<file path="config.mk">
export PLATFORM = sky130hd
export DESIGN_NAME = adcq_host
export DESIGN_NICKNAME = d
export VERILOG_FILES = /design/src/rtl/adcq_pkg.sv /design/src/rtl/adcq_sck_gen.sv /design/src/rtl/adcq_shifter.sv /design/src/rtl/adcq_tag.sv /design/src/rtl/adcq_host.sv
export SDC_FILE = /design/constraint.sdc
export NUM_CORES = 1
export LEC_CHECK = 0
export BUFFER_PORTS_ARGS = -buffer_cell sky130_fd_sc_hd__buf_2
export CAP_MARGIN = 30
export CORE_ASPECT_RATIO = 1.4
export CORE_MARGIN = 1.5
export CORE_UTILIZATION = 63
export DETAILED_ROUTE_END_ITERATION = 8
export GPL_ROUTABILITY_DRIVEN = 0
export GPL_TIMING_DRIVEN = 0
export PLACE_DENSITY = 0.84
export SLEW_MARGIN = 10
export SYNTH_ARGS = -nofsm -noshare
export SYNTH_HDL_FRONTEND = slang
export SYNTH_HIERARCHICAL = 1
export SYNTH_SLANG_ARGS = --single-unit
</file>
<file path="constraint.sdc">
create_clock -name clk -period 5.2 [get_ports clk]
set_input_delay 0.26 -clock clk [delete_from_list [all_inputs] [get_ports clk]]
set_output_delay 0.26 -clock clk [all_outputs]
set_load 0.05 [all_outputs]
</file>
<file path="src/rtl/adcq_pkg.sv">
package adcq_pkg;

    localparam int XFER_BITS = 16;
    localparam int CFG_BITS  = 8;
    localparam int TAG_BITS  = 6;

    typedef enum logic [2:0] {
        ST_IDLE,
        ST_START,
        ST_WAIT,
        ST_RDSET,
        ST_XFER
    } state_e;

    // shift order: single is sent first
    typedef struct packed {
        logic       single;
        logic       odd;
        logic [1:0] sel;
        logic       uni;
        logic       gain;
        logic       nap;
        logic       sleep;
    } cfg_t;

endpackage

</file>
<file path="src/rtl/adcq_sck_gen.sv">
module adcq_sck_gen #(
    parameter int HALF  = 4,
    parameter int NBITS = 16
) (
    input  logic clk,
    input  logic rst_n,
    input  logic start_i,
    output logic sck_o,
    output logic rise_o,
    output logic fall_o,
    output logic last_o,
    output logic busy_o
);
    localparam int PH_W  = (HALF > 1) ? $clog2(HALF) : 1;
    localparam int BIT_W = $clog2(NBITS);

    typedef struct packed {
        logic             act;
        logic             hi;
        logic [PH_W-1:0]  ph;
        logic [BIT_W-1:0] bits;
    } gen_t;

    gen_t gen_d, gen_q;
    logic wrap;

    always_comb begin
        wrap   = (gen_q.ph == PH_W'(HALF - 1));
        rise_o = gen_q.act && !gen_q.hi && wrap;
        fall_o = gen_q.act &&  gen_q.hi && wrap;
        last_o = fall_o && (gen_q.bits == BIT_W'(NBITS - 1));
        gen_d  = gen_q;
        if (start_i) begin
            gen_d.act  = 1'b1;
            gen_d.hi   = 1'b0;
            gen_d.ph   = '0;
            gen_d.bits = '0;
        end else if (gen_q.act) begin
            if (wrap) begin
                gen_d.ph = '0;
                gen_d.hi = !gen_q.hi;
                if (fall_o) begin
                    if (last_o) gen_d.act  = 1'b0;
                    else        gen_d.bits = gen_q.bits + 1'b1;
                end
            end else begin
                gen_d.ph = gen_q.ph + 1'b1;
            end
        end
    end

    always_ff @(posedge clk or negedge rst_n) begin
        if (!rst_n) gen_q <= '0;
        else        gen_q <= gen_d;
    end

    assign sck_o  = gen_q.hi;
    assign busy_o = gen_q.act;


    start_low_chk: assert property (@(posedge clk) disable iff (!rst_n)
        start_i |=> (busy_o && !sck_o));

endmodule

</file>
<file path="src/rtl/adcq_shifter.sv">
module adcq_shifter #(
    parameter int NBITS = 16,
    parameter int CFG_W = 8
) (
    input  logic             clk,
    input  logic             rst_n,
    input  logic             load_i,
    input  logic [CFG_W-1:0] cfg_i,
    input  logic             tx_step_i,
    input  logic             rx_step_i,
    input  logic             sdo_i,
    output logic             sdi_o,
    output logic [NBITS-1:0] rx_o
);
    localparam int FILL = NBITS - CFG_W;

    typedef struct packed {
        logic [NBITS-1:0] tx;
        logic [NBITS-1:0] rx;
    } sh_t;

    sh_t sh_d, sh_q;

    always_comb begin
        sh_d = sh_q;
        if (load_i) begin
            sh_d.tx = {cfg_i, {FILL{1'b0}}};
            sh_d.rx = '0;
        end else begin
            if (tx_step_i) sh_d.tx = {sh_q.tx[NBITS-2:0], 1'b0};
            if (rx_step_i) sh_d.rx = {sh_q.rx[NBITS-2:0], sdo_i};
        end
    end

    always_ff @(posedge clk or negedge rst_n) begin
        if (!rst_n) sh_q <= '0;
        else        sh_q <= sh_d;
    end

    assign sdi_o = sh_q.tx[NBITS-1];
    assign rx_o  = sh_q.rx;


    load_msb_chk: assert property (@(posedge clk) disable iff (!rst_n)
        load_i |=> (sdi_o == $past(cfg_i[CFG_W-1])));

endmodule

</file>
<file path="src/rtl/adcq_tag.sv">
module adcq_tag #(
    parameter int W = 6
) (
    input  logic         clk,
    input  logic         rst_n,
    input  logic         commit_i,
    input  logic [W-1:0] cfg_i,
    output logic [W-1:0] tag_o,
    output logic         seen_o
);
    typedef struct packed {
        logic         seen;
        logic [W-1:0] tag;
    } tag_t;

    tag_t tg_d, tg_q;

    always_comb begin
        tg_d = tg_q;
        if (commit_i) begin
            tg_d.tag  = cfg_i;
            tg_d.seen = 1'b1;
        end
    end

    always_ff @(posedge clk or negedge rst_n) begin
        if (!rst_n) tg_q <= '0;
        else        tg_q <= tg_d;
    end

    assign tag_o  = tg_q.tag;
    assign seen_o = tg_q.seen;


    seen_set_chk: assert property (@(posedge clk) disable iff (!rst_n)
        commit_i |=> seen_o);


    tag_hold_chk: assert property (@(posedge clk) disable iff (!rst_n)
        !commit_i |=> $stable(tag_o));

endmodule

</file>
<file path="src/rtl/adcq_host.sv">
module adcq_host
    import adcq_pkg::*;
#(
    parameter int CLK_HZ   = 100_000_000,
    parameter int START_NS = 40,
    parameter int SCK_HALF = 4,
    parameter int RES_W    = 16,
    parameter int TMO_CYC  = 1000
) (
    input  logic             clk,
    input  logic             rst_n,
    input  logic             req_valid,
    output logic             req_ready,
    input  logic [7:0]       req_cfg,
    output logic             adc_convst,
    output logic             adc_rd_n,
    input  logic             adc_ready,
    output logic             adc_sck,
    output logic             adc_sdi,
    input  logic             adc_sdo,
    output logic             res_valid,
    output logic [RES_W-1:0] res_data,
    output logic [3:0]       res_chan,
    output logic [1:0]       res_range,
    output logic             res_stale,
    output logic             err_timeout
);
    localparam int START_RAW = ((CLK_HZ / 1000) * START_NS + 999_999) / 1_000_000;
    localparam int START_CYC = (START_RAW < 1) ? 1 : START_RAW;
    localparam int CNT_MAX   = (START_CYC > TMO_CYC) ? START_CYC : TMO_CYC;
    localparam int CNT_W     = $clog2(CNT_MAX + 1);
    localparam int PAD       = XFER_BITS - RES_W;
    localparam int LEN_W     = $clog2(START_CYC + 2) + 1;

    typedef struct packed {
        state_e                st;
        logic [CNT_W-1:0]      cnt;
        cfg_t                  cfg;
        logic                  convst;
        logic                  rd_n;
        logic                  rv;
        logic [RES_W-1:0]      rdata;
        logic [TAG_BITS-1:0]   rtag;
        logic                  rstale;
        logic                  err;
    } ctl_t;

    ctl_t ctl_d, ctl_q;

    logic                 sck_start, sh_load, tag_commit;
    logic                 g_rise, g_fall, g_last, g_busy, g_sck;
    logic                 sh_sdi;
    logic [XFER_BITS-1:0] rx_word;
    logic [TAG_BITS-1:0]  tag_val;
    logic                 tag_seen;

    adcq_sck_gen #(.HALF(SCK_HALF), .NBITS(XFER_BITS)) sck_i (
        .clk     (clk),
        .rst_n   (rst_n),
        .start_i (sck_start),
        .sck_o   (g_sck),
        .rise_o  (g_rise),
        .fall_o  (g_fall),
        .last_o  (g_last),
        .busy_o  (g_busy)
    );

    adcq_shifter #(.NBITS(XFER_BITS), .CFG_W(CFG_BITS)) shf_i (
        .clk       (clk),
        .rst_n     (rst_n),
        .load_i    (sh_load),
        .cfg_i     (ctl_q.cfg),
        .tx_step_i (g_fall),
        .rx_step_i (g_rise),
        .sdo_i     (adc_sdo),
        .sdi_o     (sh_sdi),
        .rx_o      (rx_word)
    );

    adcq_tag #(.W(TAG_BITS)) tag_i (
        .clk      (clk),
        .rst_n    (rst_n),
        .commit_i (tag_commit),
        .cfg_i    (ctl_q.cfg[CFG_BITS-1 -: TAG_BITS]),
        .tag_o    (tag_val),
        .seen_o   (tag_seen)
    );

    generate
        if (PAD > 0) begin : g_pad
            logic pad_unused;
            assign pad_unused = ^rx_word[PAD-1:0];
        end
    endgenerate

    always_comb begin
        ctl_d      = ctl_q;
        ctl_d.rv   = 1'b0;
        ctl_d.err  = 1'b0;
        sck_start  = 1'b0;
        sh_load    = 1'b0;
        tag_commit = 1'b0;
        case (ctl_q.st)
            ST_IDLE: begin
                if (req_valid && adc_ready) begin
                    ctl_d.cfg    = cfg_t'(req_cfg);
                    ctl_d.st     = ST_START;
                    ctl_d.convst = 1'b1;
                    ctl_d.cnt    = '0;
                end
            end
            ST_START: begin
                if (ctl_q.cnt == CNT_W'(START_CYC - 1)) begin
                    ctl_d.convst = 1'b0;
                    ctl_d.st     = ST_WAIT;
                    ctl_d.cnt    = '0;
                end else begin
                    ctl_d.cnt = ctl_q.cnt + 1'b1;
                end
            end
            ST_WAIT: begin
                if (adc_ready) begin
                    ctl_d.st   = ST_RDSET;
                    ctl_d.rd_n = 1'b0;
                    sh_load    = 1'b1;
                end else if (ctl_q.cnt == CNT_W'(TMO_CYC - 1)) begin
                    ctl_d.err = 1'b1;
                    ctl_d.st  = ST_IDLE;
                end else begin
                    ctl_d.cnt = ctl_q.cnt + 1'b1;
                end
            end
            ST_RDSET: begin
                sck_start = 1'b1;
                ctl_d.st  = ST_XFER;
            end
            ST_XFER: begin
                if (g_last) begin
                    ctl_d.rd_n   = 1'b1;
                    ctl_d.rv     = 1'b1;
                    ctl_d.rdata  = rx_word[XFER_BITS-1 -: RES_W];
                    ctl_d.rtag   = tag_val;
                    ctl_d.rstale = !tag_seen;
                    tag_commit   = 1'b1;
                    ctl_d.st     = ST_IDLE;
                end
            end
            default: ctl_d.st = ST_IDLE;
        endcase
    end

    always_ff @(posedge clk or negedge rst_n) begin
        if (!rst_n) begin
            ctl_q      <= '0;
            ctl_q.st   <= ST_IDLE;
            ctl_q.rd_n <= 1'b1;
        end else begin
            ctl_q <= ctl_d;
        end
    end

    assign req_ready   = (ctl_q.st == ST_IDLE) && adc_ready;
    assign adc_convst  = ctl_q.convst;
    assign adc_rd_n    = ctl_q.rd_n;
    assign adc_sck     = g_sck;
    assign adc_sdi     = sh_sdi;
    assign res_valid   = ctl_q.rv;
    assign res_data    = ctl_q.rdata;
    assign res_chan    = ctl_q.rtag[TAG_BITS-1 -: 4];
    assign res_range   = ctl_q.rtag[1:0];
    assign res_stale   = ctl_q.rstale;
    assign err_timeout = ctl_q.err;

    // checker-side width counter for the start strobe
    logic [LEN_W-1:0] cv_len_q;
    always_ff @(posedge clk or negedge rst_n) begin
        if (!rst_n)          cv_len_q <= '0;
        else if (!adc_convst) cv_len_q <= '0;
        else if (cv_len_q != {LEN_W{1'b1}}) cv_len_q <= cv_len_q + 1'b1;
    end


    convst_width_chk: assert property (@(posedge clk) disable iff (!rst_n)
        $fell(adc_convst) |-> (cv_len_q >= LEN_W'(START_CYC)));


    start_when_idle_chk: assert property (@(posedge clk) disable iff (!rst_n)
        $rose(adc_convst) |-> $past(adc_ready));


    strobe_excl_chk: assert property (@(posedge clk) disable iff (!rst_n)
        adc_convst |-> adc_rd_n);


    sck_in_window_chk: assert property (@(posedge clk) disable iff (!rst_n)
        adc_sck |-> !adc_rd_n);


    gen_owner_chk: assert property (@(posedge clk) disable iff (!rst_n)
        (ctl_q.st != ST_XFER) |-> !g_busy);


    sdi_hold_chk: assert property (@(posedge clk) disable iff (!rst_n)
        adc_sck |-> $stable(adc_sdi));


    result_pulse_chk: assert property (@(posedge clk) disable iff (!rst_n)
        res_valid |=> !res_valid);


    result_release_chk: assert property (@(posedge clk) disable iff (!rst_n)
        res_valid |-> adc_rd_n);


    timeout_quiet_chk: assert property (@(posedge clk) disable iff (!rst_n)
        err_timeout |-> (adc_rd_n && !res_valid && !$past(adc_ready)));

endmodule

</file>
==> run_results.csv, run 1 <==
group,metric,value,unit
flow_run,maxCapViolCount,0,
setup_path,critical_path.max_fanout,11,
route,drc_errors,0,
pwr,totalPowerFinal,2.284,mW
route,drt_iter0_markers,186,
synth,yosys_warnings,6,
route,ant_nets,0,
floorplanning,initial_core_util,64.61,%
synth,synth_top_family_by_area,"multiplexers",
floorplanning,io_pins,43,
synth,synth_edf_count,0,
clocking,cts_tree,"yes",
timing,rsz0062_at_grt,"false",
synth,synthMuxAreaShare,15.98,%
timing,finalSetupViolCount,0,
timing,period_needed,2.197,ns
timing,finalMaxSlewViolations,0,
synth,synth_cells,364,
pwr,leakagePower,2.320,nW
synth,yosysSeqAreaShare,51.33,%
synth,syn_area_per_cell,11.66,sq um
grt,antenna_found_initial,0,
floorplanning,core,6569,sq um
timing,tightest_slew,0.6018,ns
synth,synth_compound_area_share,7.134,%
grt,met2_usage,39.10,%
grt,grt_pass1_vias,2773,
cells_and_area,utilization,72.97,%
synth,synth_common_cells,"dfrtp_1 (86), buf_4 (39), nor2_1 (32)",
cells_and_area,fillers,456,
clocking,h-tree-depth,3,
grt,gr-usage-met3,3.213,%
synth,synth.distinct_cells,55,
floorplanning,die_area,7245,sq um
setup_path,critPathRequiredTime,5.43,ns
clocking,clock_latency,0.36,ns
place,io_buffer_count,42,
setup_path,worstSetupEndpointType,"register",
clocking,post_cts_resized,0,
run_status,status,"finished clean",
clocking,numCtsBuffers,9,
synth,synth-simple-area-share,13.44,%
grt,grt_start_max_net_pins,49,
grt,use_met1,28.61,%
clocking,cts_sinks,87,
clocking,root_buffer,"clkbuf_8",
timing,fmax,455.2,MHz
pwr,power_density,476.5,nW/um^2
floorplanning,fp.dieH,100.1,um
place,place_hpwl,5313,um
synth,synthTopCellsByArea,"dfrtp_1 (51%), mux2_2 (8.0%), buf_4 (6.9%), mux2i_1 (5.9%), nor2_1 (2.8%)",
route,num_vias,2830,
cells_and_area,drive_gt1_share,37.50,%
route,wl_per_cell,15.54,um
synth,synth_top_area_cell,"dfrtp_1",
setup_path,cp-start-kind,"register",
floorplanning,rows,35,
cells_and_area,syn2layout_area_growth,12.94,%
timing,fin_tns_setup,0,ns
synth,async_flop_share,100.0,%
setup_path,crit_type,"reg -> reg",
synth,synth_xor_area_share,0.4127,%
grt,grt_pass1_wl,12700,um
synth,synth.cell_area,4244,sq um
route,drtPass1Iterations,4,
clocking,cts_max_path_buffers,2,
clocking,path_clk_slew,0.10,ns
clocking,cts_setup_buffers,0,
synth,synth_fa_ha_area_share,0.8844,%
synth,synth_top_area_share,50.71,%
cells_and_area,layout.nets,435,
hold_path,hold_path.class,"in -> reg",
synth,synth_nets,380,
setup_path,worstSetupStartpoint,"sck_i/gen_q[0]",
cells_and_area,antenna_cells,0,
grt,grt_usage,22.99,%
setup_path,worst_ep_arrival_time,2.43,ns
pwr,ir_drop,0.4660,mV
floorplanning,fp.dieW,72.37,um
timing,timing.slew.headroom,59.88,%
synth,yosys_register_bits,87,
grt,busiest_layer,"met2",
timing,hold_viol_final,0,
synth,synth-main-ff-cell,"dfrtp_1",
synth,yosysMostFrequentCell,"dfrtp_1",
route,drt-total-wl,7740,um
route,vias_per_cell,5.683,
hold_path,min_from,"req_cfg[6]",
timing,hold_slack,0.1270,ns
timing,fin_worst_skew,0.01846,ns
timing,finalCritPeriodShare,42.25,%
grt,grt.overflow.total,0,
setup_path,crit-reg2reg-launch,"sck_i/gen_q[0]",
[stage by stage]
| step | setup slack (ns) | cells | area, sq um |
|---|---|---|---|
| after global placement | 3.116 | 480 | 4547 |
| after floorplan | 2.735 | 364 | 4244 |
| after CTS | 2.966 | 498 | 4793 |
| after global routing | 2.830 | 498 | 4793 |
| final | 3.003 | 498 | 4793 |
| after detailed placement | 3.054 | 481 | 4569 |
[cells by family (layout without fill, tap and decap cells)]
group           count (synthesis)  in the layout
simple gates                  102            102
flops                          87             87
buf+inv                        63            123
mux                            61             61
compound gates                 46             46
fa+ha+maj                       3              3
xor+xnor                        2              2
[final timing paths]
check	cells past startpoint	end	slack [ns]
min in group asynchronous	2	res_data[11]	0.46
min reg2reg	1	tag_i/seen_o	0.47
max in group asynchronous	3	ctl_q[29]	4.12
max	8	tag_i/tag_o[5]	3.00
max reg2reg	8	tag_i/tag_o[5]	3.00
min	2	ctl_q[33]	0.13
[registers in the layout, indices dropped and copies added, names as in the netlist]
register / cells
sck_i/gen_q: 6
res_chan: 4
res_range: 2
shf_i/rx_o: 16
adc_rd_n: 1
err_timeout: 1
shf_i/sh_q: 7
ctl_q: 21
res_valid: 1
res_data: 16
res_stale: 1
tag_i/tag_o: 6
sck_i/sck_o: 1
sck_i/busy_o: 1
adc_convst: 1
tag_i/seen_o: 1
shf_i/sdi_o: 1
[placed cells by master (no fill, tap or decap), types with 2 or more instances in the layout]
cell type   count
inv_1           6
dfrtp_1        86
and2_1          2
or4_1           2
buf_6           7
mux2_4          6
o211ai_1        2
and4_1          2
nor4b_1         2
buf_12          2
buf_2          47
and4_4          2
nand2_1        17
a31oi_1         2
nor2_1         32
or2_1           2
bufinv_16       2
o31ai_1         2
clkinvlp_4      3
buf_4          40
clkbuf_1        4
o21ai_0        17
mux2i_1        25
nor4_1          6
a21oi_1        14
clkbuf_8        9
nand4_1         5
mux2_2         30
ha_1            3
nand3_1        10
and3_1          3
nand2b_1        2
nor3_1          4
[final cells by class]
class | instances | area, sq um | share of cell area (%)
Tap cell | 74 | 92.59 | 1.932
Timing Repair Buffer | 44 | 242.7 | 5.064
Clock buffer | 11 | 131.4 | 2.741
Multi-Input combinational cell | 214 | 1607 | 33.52
Inverter | 7 | 26.28 | 0.5482
Sequential cell | 87 | 2178 | 45.45
Clock inverter | 5 | 82.58 | 1.723
Buffer | 56 | 432.9 | 9.032
[metal layers]
layer / up-vias / part of all wire, %
met3: 13 / 3.5
met4: 0 / 2.0
met5: - / 0
met2: 84 / 51
li1: 1355 / -
met1: 1378 / 43
[what timing repair did]
item | in CTS | in global routing
hold buffers | 1 | 0
endpoints found under the hold margin | 46 | 0
setup endpoints to repair | 0 | 0
[critical path, stage by stage, from the launching register on]
cell and delay, ns:
dfrtp_1 0.42, ha_1 0.29, nand2_1 0.10, nor2_1 0.17, nand3_1 0.17, clkinv_1 0.16
buf_2 0.29, buf_6 0.19, mux2_4 0.30
[power by group]
group	switching [mW]	total, mW	leakage (nW)	internal [mW]
Combinational	0.435	0.790	1.09	0.355
Sequential	0.137	0.990	1.14	0.853
Clock	0.233	0.504	0.0958	0.271
(Power assumes the default switching activity.)
==> run 2, diff against run 1 <==
--- a/config.mk
+++ b/config.mk
@@ -9,11 +9,11 @@
 export CAP_MARGIN = 30
 export CORE_ASPECT_RATIO = 1.4
 export CORE_MARGIN = 1.5
-export CORE_UTILIZATION = 63
+export CORE_UTILIZATION = 59
 export DETAILED_ROUTE_END_ITERATION = 8
 export GPL_ROUTABILITY_DRIVEN = 0
 export GPL_TIMING_DRIVEN = 0
-export PLACE_DENSITY = 0.84
+export PLACE_DENSITY = 0.8
 export SLEW_MARGIN = 10
 export SYNTH_ARGS = -nofsm -noshare
 export SYNTH_HDL_FRONTEND = slang
==> constraint.sdc (replaced) <==
create_clock -name clk -period 2.1 [get_ports clk]
set_input_delay 0.105 -clock clk [delete_from_list [all_inputs] [get_ports clk]]
set_output_delay 0.105 -clock clk [all_outputs]
set_load 0.05 [all_outputs]
==> run 2 against run 1 <==
Effect of this change:
- via count rose by 2.7%
- global-route usage fell by 0.62 points
- non-clock buffer count rose by 9
- power rose by 150%
- worst setup slack got worse by 2.9 ns
- final cell count rose by 6.0%
- clock skew fell by 0.0077 ns
- count of clock-buffer cells in the layout rose by 2
- first-iteration DRC count fell by 17%
==> run_results.csv, run 2 (synthesis results as in run 1) <==
group,metric,value,unit
run_status,status,"finished clean",
cells_and_area,largest_reg_flops,21,
setup_path,cp-endpoint,"ctl_q[43]",
cells_and_area,fin_cells,528,
cells_and_area,utilization,70.75,%
route,vias_per_cell,5.504,
setup_path,crit_type,"reg -> reg",
setup_path,worstSetupEndpointType,"register",
pwr,p_int,3.662,mW
floorplanning,core,6982,sq um
route,drc_errors,0,
setup_path,worst_ep_arrival_time,2.23,ns
floorplanning,initial_core_util,60.79,%
clocking,numCtsBuffers,9,
pwr,power_density,1141,nW/um^2
timing,timing.slew.headroom,64.05,%
pwr,ir_drop,0.7110,mV
pwr,totalPowerFinal,5.638,mW
timing,finalCritPeriodShare,93.78,%
grt,grt_start_max_net_pins,48,
floorplanning,rows,36,
route,num_vias,2906,
place,dp_cells,502,
timing,period_needed,1.969,ns
timing,finalMaxSlewViolations,0,
setup_path,critPathRequiredTime,2.36,ns
setup_path,r2r-end,"ctl_q[43]",
setup_path,worst-path-stages,5,
floorplanning,fp.dieH,103.4,um
floorplanning,fp.dieW,74.68,um
floorplanning,die_area,7718,sq um
timing,rsz0062_at_grt,"false",
timing,finalSetupViolCount,0,
cells_and_area,layout_common_cells,"dfrtp_1 (86), buf_2 (46), buf_4 (40), nor2_1 (31), mux2_2 (30)",
place,io_buffer_count,42,
cells_and_area,layout_commonest_cell,"dfrtp_1",
pwr,seq_power_share,43.5,%
timing,fin_worst_skew,0.01074,ns
setup_path,critPathBufInv,0,
pwr,p_comb_share,35.0,%
pwr,clkPwrFrac,21.4,%
flow_run,maxCapViolCount,0,
clocking,cts_setup_buffers,0,
pwr,leakagePower,2.383,nW
route,drtPass1Iterations,4,
clocking,clock_latency,0.36,ns
route,wl_per_cell,14.83,um
timing,hold_viol_final,0,
route,ant_nets,0,
clocking,cts_max_path_buffers,2,
clocking,path_clk_slew,0.08,ns
hold_path,hold_path.class,"in -> reg",
cells_and_area,drive_gt1_share,37.88,%
grt,antenna_found_initial,0,
clocking,cts_sinks,87,
place,place_hpwl,5372,um
grt,grt_usage,22.37,%
grt,grt.overflow.total,0,
cells_and_area,layout.nets,444,
setup_path,worstSetupStartpoint,"ctl_q[35]",
setup_path,r2r_slack,0.13,ns
grt,grt_pass1_wl,12990,um
setup_path,critical_path.max_fanout,6,
grt,grt_pass1_vias,2843,
setup_path,path_cells,"ha_1, nor4bb_1, a311oi_2, nor2_1, nor4_1",
clocking,h-tree-depth,3,
pwr,p_sw,1.976,mW
pwr,switching_share,35.05,%
route,drt-total-wl,7831,um
hold_path,hold-path-cell-count,2,
cells_and_area,fillers,497,
setup_path,crit_path_max_incr_delay,0.46,ns
floorplanning,io_pins,43,
setup_path,slowest_stage,"a311oi_2",
setup_path,rr_worst_depth,5,
setup_path,cp-start-kind,"register",
clocking,cts_tree,"yes",
timing,tightest_slew,0.5393,ns
cells_and_area,antenna_cells,0,
cells_and_area,syn2layout_area_growth,16.39,%
cells_and_area,top_register,"ctl_q",
clocking,root_buffer,"clkbuf_8",
setup_path,crit-reg2reg-launch,"ctl_q[35]",
setup_path,crit_family,"simple AND/OR/NAND/NOR gates",
timing,fmax,507.8,MHz
route,drt_iter0_markers,155,
==> run 2: changes by cell type in the layout (fill, tap and decap cells not counted), moves of 2 or more <==
cell / change
clkbuf_8: +3
clkinvlp_4: -3
clkinv_2: +2
dlygate4sd3_1: +9
==> run 2: how the worst min path moves through the flow <==
| stage | from | end | slack (ns) |
|---|---|---|---|
| 3_3_place_gp | req_cfg[3] | ctl_q[30] | 0.34 |
| 3_5_place_dp | rst_n | res_valid | 0.13 |
| 6_report | adc_ready | err_timeout | 0.05 |
| 4_1_cts | req_cfg[5] | ctl_q[32] | 0.001 |
| 2_1_floorplan | rst_n | adc_convst | -0.19 |
| 5_1_grt | adc_ready | err_timeout | 0.04 |
==> run 2: metrics by stage <==
step | hold slack [ns] | cell area [sq um] | setup slack (ns) | setup TNS (ns)
floorplan | -0.1906 | 4253 | 0.06009 | 0
global placement | 0.3362 | 4582 | -0.005988 | -0.03234
detailed placement | 0.1288 | 4612 | -0.1042 | -0.5670
CTS | 0.001365 | 4915 | 0.01328 | 0
global route | 0.03916 | 4940 | 0.03236 | 0
finish | 0.05186 | 4940 | 0.1307 | 0
==> run 2: power by group through the flow <==
stage	clock (mW)	combinational, mW	sequential, mW
3_5_place_dp	0	1.95	2.48
6_report	1.21	1.98	2.45
2_1_floorplan	0	1.46	2.51
4_1_cts	1.25	1.97	2.45
5_1_grt	1.30	2.17	2.50
3_3_place_gp	0	1.86	2.46
==> run 2: what timing repair did <==
item                                    in CTS  in global routing
endpoints found under the setup margin       6                 24
resized for setup                            2                  5
hold buffers                                 9                  1
hold endpoints to repair                    48                  1
cloned                                       0                  0
==> run 2: cell type report <==
type / count / area (sq um) / share of cell area, %
buffer: 56 / 439.2 / 8.891
tap: 95 / 118.9 / 2.406
sequential: 87 / 2178 / 44.10
clock inverter: 3 / 40.04 / 0.8105
multi-input combinational: 214 / 1625 / 32.90
clock buffer: 13 / 168.9 / 3.419
timing repair buffer: 53 / 340.3 / 6.890
inverter: 7 / 28.78 / 0.5826
==> run 2: worst reg2reg max path: cells and delay by family, from the launching register on <==
kind | cells | cell delay, ns
and+or+nand+nor | 3 | 0.71
AOI/OAI and AO/OA | 1 | 0.46
DFF | 1 | 0.42
adders and majority gates | 1 | 0.29
==> run 2: routing by layer <==
metal	track usage, %	routed length, um	vias up
met2	37.64	4047	76
li1	-	-	1375
met1	26.93	3269	1436
met5	0	0	-
met3	5.329	296	19
met4	10.49	216	0
